### src/rtl/amw_pkg.sv
package amw_pkg;
  typedef enum logic [1:0] {
    MON_IDLE  = 2'd0,
    MON_ARMED = 2'd1,
    MON_TRIG  = 2'd2
  } mon_state_e;

  typedef enum logic [1:0] {
    EVC_INTR  = 2'd0,
    EVC_NMI   = 2'd1,
    EVC_POWER = 2'd2,
    EVC_FAULT = 2'd3
  } evt_class_e;

  localparam logic CAUSE_STORE = 1'b0;
  localparam logic CAUSE_INTR  = 1'b1;
endpackage

### src/rtl/amw_in_gate.sv
module amw_in_gate
  import amw_pkg::*;
#(
  parameter int PRIV_W = 2
) (
  input  logic              sleeping_i,
  input  logic [PRIV_W-1:0] priv_i,
  input  logic              mon_valid_i,
  input  logic              wait_valid_i,
  input  logic              evt_valid_i,
  input  logic [1:0]        evt_class_i,
  output logic              mon_go_o,
  output logic              wait_go_o,
  output logic              fault_o,
  output logic              intr_o
);
  logic priv_ok;
  logic awake;

  assign priv_ok   = (priv_i == '0);
  assign awake     = !sleeping_i;
  assign mon_go_o  = mon_valid_i && awake && priv_ok;
  // monitor wins over a same-cycle wait
  assign wait_go_o = wait_valid_i && !mon_valid_i && awake && priv_ok;
  assign fault_o   = (mon_valid_i || wait_valid_i) && awake && !priv_ok;

  always_comb begin
    intr_o = 1'b0;
    if (evt_valid_i) begin
      case (evt_class_e'(evt_class_i))
        EVC_INTR, EVC_NMI:    intr_o = 1'b1;
        EVC_POWER, EVC_FAULT: intr_o = 1'b0;
        default:              intr_o = 1'b0;
      endcase
    end
  end
endmodule

### src/rtl/amw_line_match.sv
module amw_line_match #(
  parameter int          ADDR_W     = 32,
  parameter int          LINE_BYTES = 64,
  parameter int          MT_W       = 3,
  parameter logic [2:0]  MT_WB      = 3'd6
) (
  input  logic              clk_i,
  input  logic              rst_ni,
  input  logic              load_i,
  input  logic [ADDR_W-1:0] load_addr_i,
  input  logic              snp_valid_i,
  input  logic [ADDR_W-1:0] snp_addr_i,
  input  logic [MT_W-1:0]   snp_mtype_i,
  output logic              hit_o
);
  localparam logic [ADDR_W-1:0] LINE_MASK = ~ADDR_W'(LINE_BYTES - 1);

  logic [ADDR_W-1:0] base_q;
  logic              wb_store;

  always_ff @(posedge clk_i or negedge rst_ni) begin
    if (!rst_ni)     base_q <= '0;
    else if (load_i) base_q <= load_addr_i & LINE_MASK;
  end

  assign wb_store = snp_valid_i && (snp_mtype_i == MT_W'(MT_WB));
  assign hit_o    = wb_store && ((snp_addr_i & LINE_MASK) == base_q);
endmodule

### src/rtl/amw_ctrl.sv
module amw_ctrl
  import amw_pkg::*;
(
  input  logic clk_i,
  input  logic rst_ni,
  input  logic mon_go_i,
  input  logic wait_go_i,
  input  logic fault_i,
  input  logic intr_i,
  input  logic hit_i,
  output logic sleeping_o,
  output logic wait_done_o,
  output logic wake_o,
  output logic wake_cause_o,
  output logic fault_o
);
  mon_state_e st_q, st_d;
  logic sleep_q, sleep_d;
  logic done_d, wake_d, cause_d;
  logic armed_hit;

  assign armed_hit = (st_q == MON_ARMED) && hit_i;

  always_comb begin
    st_d    = st_q;
    sleep_d = sleep_q;
    done_d  = 1'b0;
    wake_d  = 1'b0;
    cause_d = CAUSE_STORE;
    if (sleep_q) begin
      if (armed_hit) begin
        wake_d  = 1'b1;
        cause_d = CAUSE_STORE;
        sleep_d = 1'b0;
        st_d    = MON_IDLE;
      end else if (intr_i) begin
        wake_d  = 1'b1;
        cause_d = CAUSE_INTR;
        sleep_d = 1'b0;
        st_d    = MON_IDLE;
      end
    end else if (mon_go_i) begin
      st_d = MON_ARMED;
    end else if (wait_go_i) begin
      if (st_q == MON_TRIG || armed_hit) begin
        done_d = 1'b1;
        st_d   = MON_IDLE;
      end else begin
        sleep_d = 1'b1;
      end
    end else if (armed_hit) begin
      st_d = MON_TRIG;
    end
  end

  always_ff @(posedge clk_i or negedge rst_ni) begin
    if (!rst_ni) begin
      st_q         <= MON_IDLE;
      sleep_q      <= 1'b0;
      wait_done_o  <= 1'b0;
      wake_o       <= 1'b0;
      wake_cause_o <= CAUSE_STORE;
      fault_o      <= 1'b0;
    end else begin
      st_q         <= st_d;
      sleep_q      <= sleep_d;
      wait_done_o  <= done_d;
      wake_o       <= wake_d;
      wake_cause_o <= cause_d;
      fault_o      <= fault_i;
    end
  end

  assign sleeping_o = sleep_q;
endmodule

### src/rtl/addr_monitor_wake.sv
module addr_monitor_wake #(
  parameter int         ADDR_W     = 32,
  parameter int         LINE_BYTES = 64,
  parameter int         PRIV_W     = 2,
  parameter int         MT_W       = 3,
  parameter logic [2:0] MT_WB      = 3'd6
) (
  input  logic              clk_i,
  input  logic              rst_ni,
  input  logic [PRIV_W-1:0] priv_i,
  input  logic              mon_valid_i,
  input  logic [ADDR_W-1:0] mon_addr_i,
  input  logic              wait_valid_i,
  input  logic              snp_valid_i,
  input  logic [ADDR_W-1:0] snp_addr_i,
  input  logic [MT_W-1:0]   snp_mtype_i,
  input  logic              evt_valid_i,
  input  logic [1:0]        evt_class_i,
  output logic              sleeping_o,
  output logic              wait_done_o,
  output logic              wake_o,
  output logic              wake_cause_o,
  output logic              fault_o
);
  logic mon_go, wait_go, fault_now, intr, hit;

  amw_in_gate #(.PRIV_W(PRIV_W)) u_gate (
    .sleeping_i  (sleeping_o),
    .priv_i      (priv_i),
    .mon_valid_i (mon_valid_i),
    .wait_valid_i(wait_valid_i),
    .evt_valid_i (evt_valid_i),
    .evt_class_i (evt_class_i),
    .mon_go_o    (mon_go),
    .wait_go_o   (wait_go),
    .fault_o     (fault_now),
    .intr_o      (intr)
  );

  amw_line_match #(
    .ADDR_W    (ADDR_W),
    .LINE_BYTES(LINE_BYTES),
    .MT_W      (MT_W),
    .MT_WB     (MT_WB)
  ) u_match (
    .clk_i      (clk_i),
    .rst_ni     (rst_ni),
    .load_i     (mon_go),
    .load_addr_i(mon_addr_i),
    .snp_valid_i(snp_valid_i),
    .snp_addr_i (snp_addr_i),
    .snp_mtype_i(snp_mtype_i),
    .hit_o      (hit)
  );

  amw_ctrl u_ctrl (
    .clk_i       (clk_i),
    .rst_ni      (rst_ni),
    .mon_go_i    (mon_go),
    .wait_go_i   (wait_go),
    .fault_i     (fault_now),
    .intr_i      (intr),
    .hit_i       (hit),
    .sleeping_o  (sleeping_o),
    .wait_done_o (wait_done_o),
    .wake_o      (wake_o),
    .wake_cause_o(wake_cause_o),
    .fault_o     (fault_o)
  );
endmodule

### config.mk
export PLATFORM = sky130hd
export DESIGN_NAME = addr_monitor_wake
export DESIGN_NICKNAME = d
export VERILOG_FILES = /design/src/rtl/amw_pkg.sv /design/src/rtl/amw_in_gate.sv /design/src/rtl/amw_line_match.sv /design/src/rtl/amw_ctrl.sv /design/src/rtl/addr_monitor_wake.sv
export SDC_FILE = /design/constraint.sdc
export NUM_CORES = 1
export LEC_CHECK = 0
export CAP_MARGIN = 20
export CORE_UTILIZATION = 35
export CTS_BUF_LIST = sky130_fd_sc_hd__clkbuf_4 sky130_fd_sc_hd__clkbuf_8 sky130_fd_sc_hd__clkbuf_16
export DETAILED_ROUTE_END_ITERATION = 10
export DONT_BUFFER_PORTS = 1
export SLEW_MARGIN = 20
export SYNTH_ARGS = -nofsm -noshare
export SYNTH_HDL_FRONTEND = slang
export SYNTH_HIERARCHICAL = 1
export SYNTH_SLANG_ARGS = --single-unit
export TNS_END_PERCENT = 100
### constraint.sdc
create_clock -name clk_i -period 2.8 [get_ports clk_i]
set_input_delay 0.42 -clock clk_i [delete_from_list [all_inputs] [get_ports clk_i]]
set_output_delay 0.42 -clock clk_i [all_outputs]
set_load 0.02 [all_outputs]
* Word level (Yosys, flattened, before mapping) *
Index checks and enable logic that the tools add are counted.

storage, ports and cells
  register bits after elaboration = 33
  bits of input ports = 77
  output and inout bits = 5
  logic and storage cells = 61

cells by class
  equality and inequality tests = 9
  multiplexer cells = 24
  reductions and logical operators = 21

operators by type and width
  operator                                       number
  == test 26 bit                                 1
  2-to-1 mux 1 bit                               16
  2-to-1 mux 2 bit                               7
  logical AND 1 bit                              10
  == test 2 bit, second input constant           3
  == test 2 x 1 -> 1 bit, second input constant  2
  zero test 2 bit                                2
  inequality test 4 bit, second input constant   1
  nonzero test 4 bit                             1
  OR reduction 2 bit                             2
  == test 3 bit, second input constant           1
  zero test 1 bit                                3
  inequality test 3 bit, second input constant   1
  AND reduction 3 bit                            1
  logical OR 1 bit                               2
  one-hot mux 1 bit (2 select lines)             1

* Depth between registers and ports, before layout *
  depth after elaboration = 9
  gate-level depth with buffers = 7

* By module *
Netlist, hierarchy kept.

modules (own cells, without submodules)
  module          instances  cells each  area an instance (um^2)
  amw_line_match  1          91          1256.2
  amw_ctrl        1          28          292.8
  amw_in_gate     1          6           50.0

* Least setup slack after synthesis *
OpenSTA, ideal clock, no wires.

  kind = reg2reg
  start point = register u_ctrl.sleep_q, in the netlist u_ctrl/sleeping_o
  end point = register u_match.base_q[10]
  library setup time = 0.125 ns
  arrival = 1.606 ns
  data required time = 2.675 ns
  slack = 1.069 ns
  cell stages (with the launch flop) = 5
  buffers on the path = 2
  period minus slack after synthesis = 1.731 ns
  cell sequence = dfrtp_1 nor4b_2 buf_2 buf_2 mux2_2

between the ends
  word-level cells in the longest chain between the ends = 3

RTL lines
  item                             line                     RTL
  start: declaration               amw_ctrl.sv:18           logic sleep_q, sleep_d;
  start signal: assignment         amw_ctrl.sv:66           sleep_q <= sleep_d;
  zero test 1 bit                  amw_in_gate.sv:21        assign awake = !sleeping_i;
  logical AND 1 bit (2 in series)  amw_in_gate.sv:22        assign mon_go_o = mon_valid_i && awake && priv_ok;
  named net mon_go                 addr_monitor_wake.sv:25  logic mon_go, wait_go, fault_now, intr, hit;
  end signal: assignment           amw_line_match.sv:23     else if (load_i) base_q <= load_addr_i & LINE_MASK;
  end: declaration                 amw_line_match.sv:18     logic [ADDR_W-1:0] base_q;

The timed path passes the listed nets, and every way through them passes these cells.
A chain may end at the register's enable or synchronous reset.

* Worst setup path after layout *
  start point = register u_match.base_q[28]
  end point = register u_ctrl.wait_done_o

between the ends
  word-level cells in the longest chain between the ends = 8

RTL lines
  item                     line                     RTL
  == test 26 bit           amw_line_match.sv:27     assign hit_o = wb_store && ((snp_addr_i & LINE_MASK) == base_q);
  logical AND 1 bit        amw_line_match.sv:27
  named net hit            addr_monitor_wake.sv:25
  logical AND 1 bit        amw_ctrl.sv:22           assign armed_hit = (st_q == MON_ARMED) && hit_i;
  logical OR 1 bit         amw_ctrl.sv:45           if (st_q == MON_TRIG || armed_hit) begin
  2-to-1 mux 1 bit         amw_ctrl.sv:45
  2-to-1 mux 1 bit         amw_ctrl.sv:44           end else if (wait_go_i) begin
  2-to-1 mux 1 bit         amw_ctrl.sv:42           end else if (mon_go_i) begin
  2-to-1 mux 1 bit         amw_ctrl.sv:30           if (sleep_q) begin
  named net u_ctrl.done_d  amw_ctrl.sv:19           logic done_d, wake_d, cause_d;
  end signal: assignment   amw_ctrl.sv:67           wait_done_o <= done_d;
  end: declaration         amw_ctrl.sv:12           output logic wait_done_o,

The timed path passes the listed nets, and every way through them passes these cells.

==> results.json <==
{
  "status": "completed",
  "r2r-end": "u_ctrl/wait_done_o",
  "synth_area_mm2": 0.00160,
  "reg2reg_from": "u_match/base_q[28]",
  "slew_viol_final": 0,
  "layout-drive-gt1-share_pct": 32.1,
  "critical_path_required_ns": 3.01,
  "antenna_found_initial": 0,
  "crit_chain": "xor2_1 -> nor4_1 -> nand4_1 -> nor3_2 -> and3b_2 -> inv_2 -> a21oi_2",
  "cts_resized": 0,
  "io_buffer_count": 0,
  "whs_ns": 0.289,
  "clock_sinks": 33,
  "setup_ws_ns": 0.878,
  "grt_pass1_vias": 1085,
  "die_x_um": 69.6,
  "worstSetupStartpointType": "register",
  "grt_pass1_wl_mm": 5.24,
  "drv_cap": 0,
  "die_area_mm2": 0.00484,
  "dp_slack_ns": 0.878,
  "fmax_ghz": 0.520,
  "ir_drop_uv": 405,
  "yosys.area.top_type": "dfrtp_1",
  "diodes": 0,
  "relSlewSlack_pct": 65.8,
  "finClkSkew_ns": 0.00798,
  "power_density_mw_per_mm2": 710,
  "utilization_pct": 41.2,
  "cts_tree": "yes",
  "min-delay-start": "mon_addr_i[25]",
  "p_total_w": 0.00128,
  "internal-power_w": 0.000945,
  "via_per_inst": 5.19,
  "crit_type": "reg2reg",
  "netlist_top_cells_count": "dfrtp_1 (33), mux2_2 (26), xor2_1 (20), xnor2_1 (6), nor4_1 (5)",
  "slowest_stage": "nor4_1",
  "row_count": 24,
  "synth.most_common_cell": "dfrtp_1",
  "synth-seq-area-share_pct": 51.6,
  "drtPass1Iterations": 4,
  "vias": 965,
  "syn_avg_cell_area_um2": 12.8,
  "syn_nets": 202,
  "setup-violations-final": 0,
  "syn_to_final_growth_pct": 12.8,
  "crit_path_end_kind": "register",
  "yosys.area.top_type_share_pct": 51.6,
  "post-cts-setup-buffers": 0,
  "cts_htree_levels": 2,
  "switchingPower_w": 0.000337,
  "routedWlPerCell_um": 17.0,
  "wirelength_mm": 3.16,
  "die_y_um": 69.6,
  "fin_crit_sh_pct": 68.6,
  "worst_pin_slew_ns": 0.513,
  "leakagePower_nw": 0.734,
  "layout.nets": 210,
  "p_clk_share_pct": 30.5,
  "max_stage_delay_ns": 0.41,
  "reg2reg_depth": 7,
  "first_iter_violations": 30,
  "period_needed_ns": 1.92,
  "start_util_pct": 36.5,
  "ctsHoldBuffers": 2,
  "synth_edf_count": 0,
  "synth.distinct_cells": 26,
  "root_buffer": "clkbuf_8",
  "synth_seq_cells": 33,
  "async_flop_share_pct": 100,
  "grt_overflow": 0,
  "synthTopCellsByArea": "dfrtp_1 (52%), mux2_2 (18%), xor2_1 (11%), xnor2_1 (3.3%), nor4_1 (2.0%)",
  "pwr-share-comb_pct": 18.0,
  "place.gp.congestion": 0.620,
  "sequentialPowerShare_pct": 51.5,
  "ys.flop_type": "dfrtp_1",
  "synth_cells": 125,
  "hold_class": "in2reg",
  "cts_max_path_buffers": 2,
  "grt_usage_pct": 14.1,
  "final-hold-violation-count": 0,
  "io_pins": 82,
  "cp_data_arrival_time_ns": 2.13,
  "rsz0062_at_grt": "false",
  "antenna_left": 0,
  "grt_max_degree": 34,
  "cts.clk_slew.worst_paths_ns": 0.07,
  "cts_buffers": 5,
  "dp_hpwl_mm": 2.39,
  "ys_warn_count": 6,
  "clock_latency_ns": 0.28,
  "drc": 0,
  "hold_end": "u_match/base_q[25]",
  "reg2reg_slack_ns": 0.88,
  "sw_frac_of_total_pct": 26.3,
  "hold_depth": 1,
  "critical_path_peak_fanout": 4,
  "core_mm2": 0.00438,
  "fin_setup_tns_ns": 0
}
## metrics by stage
step           area [um^2]  std cells
2_1_floorplan         1600        125
3_3_place_gp          1670        176
3_5_place_dp          1670        176
4_1_cts               1800        186
5_1_grt               1800        186
6_report              1800        186
## power groups by stage
| stage | clock network (W) | logic [W] | registers, W |
|---|---|---|---|
| floorplan | 0 | 0.000187 | 0.000652 |
| global placement | 0 | 0.000211 | 0.000663 |
| detailed placement | 0 | 0.000219 | 0.000670 |
| CTS | 0.000405 | 0.000236 | 0.000661 |
| global route | 0.000430 | 0.000260 | 0.000674 |
| finish | 0.000390 | 0.000231 | 0.000660 |
## layout by cell type, fill, tap and decap left out, drive strengths merged, types with 2 or more instances in the layout
master,count
xor2,20
a21oi,2
mux2,26
xnor2,6
buf,3
clkbuf,7
nor2,3
o22ai,2
dfrtp,33
nor2b,2
nand2b,3
inv,3
nand2,3
nand3,2
nand4,3
nor4,6
## sequential cells by signal, summed over array words and instances, names as in the netlist
name                 flops
u_match/base_q          26
u_ctrl/st_q              2
u_ctrl/fault_o           1
u_ctrl/sleeping_o        1
u_ctrl/wait_done_o       1
u_ctrl/wake_cause_o      1
u_ctrl/wake_o            1
## per-layer routing
layer	routed length (um)	GRT usage (%)
met2	1670	24.7
met1	1290	16.3
met3	163	4.07
met5	0	0
met4	31	5.44
## worst max-delay path: cells and delay by family (launching register included)
family                    cells  cell delay (ns)
and+or+nand+nor               4             1.16
DFF                           1             0.39
xor gates and xnor gates      1             0.16
AOI/OAI and AO/OA             1             0.11
buffers and inverters         1             0.04
## kinds of logic after synthesis
kind of cell | Yosys count | synth area share (%)
flops | 33 | 51.6
simple gates | 27 | 11.2
xor+xnor | 26 | 14.2
mux | 26 | 18.3
compound gates | 7 | 2.97
buf+inv | 6 | 1.64
## layout make-up
type	count	area, um^2
well taps	52	65.1
clock inverters	1	5.00
fillers	420	2580
repair buffers	4	45.0
multi-input cells	86	756
clock buffers	7	96.3
flip-flops and latches	33	826
inverters	3	11.3
## how the worst max path moves through the flow
stage | startpoint | endpoint | slack [ns] | cells past startpoint
6_report | u_match/base_q[28] | u_ctrl/wait_done_o | 0.88 | 7
5_1_grt | u_match/base_q[14] | u_ctrl/wait_done_o | 0.74 | 7
4_1_cts | u_match/base_q[28] | u_ctrl/wait_done_o | 0.88 | 7
3_5_place_dp | snp_addr_i[28] | u_ctrl/wait_done_o | 0.88 | 7
3_3_place_gp | snp_addr_i[28] | u_ctrl/wait_done_o | 0.89 | 7
2_1_floorplan | u_ctrl/sleeping_o | u_match/base_q[10] | 1.07 | 4
Note: power is estimated with default switching activity, not from simulation.
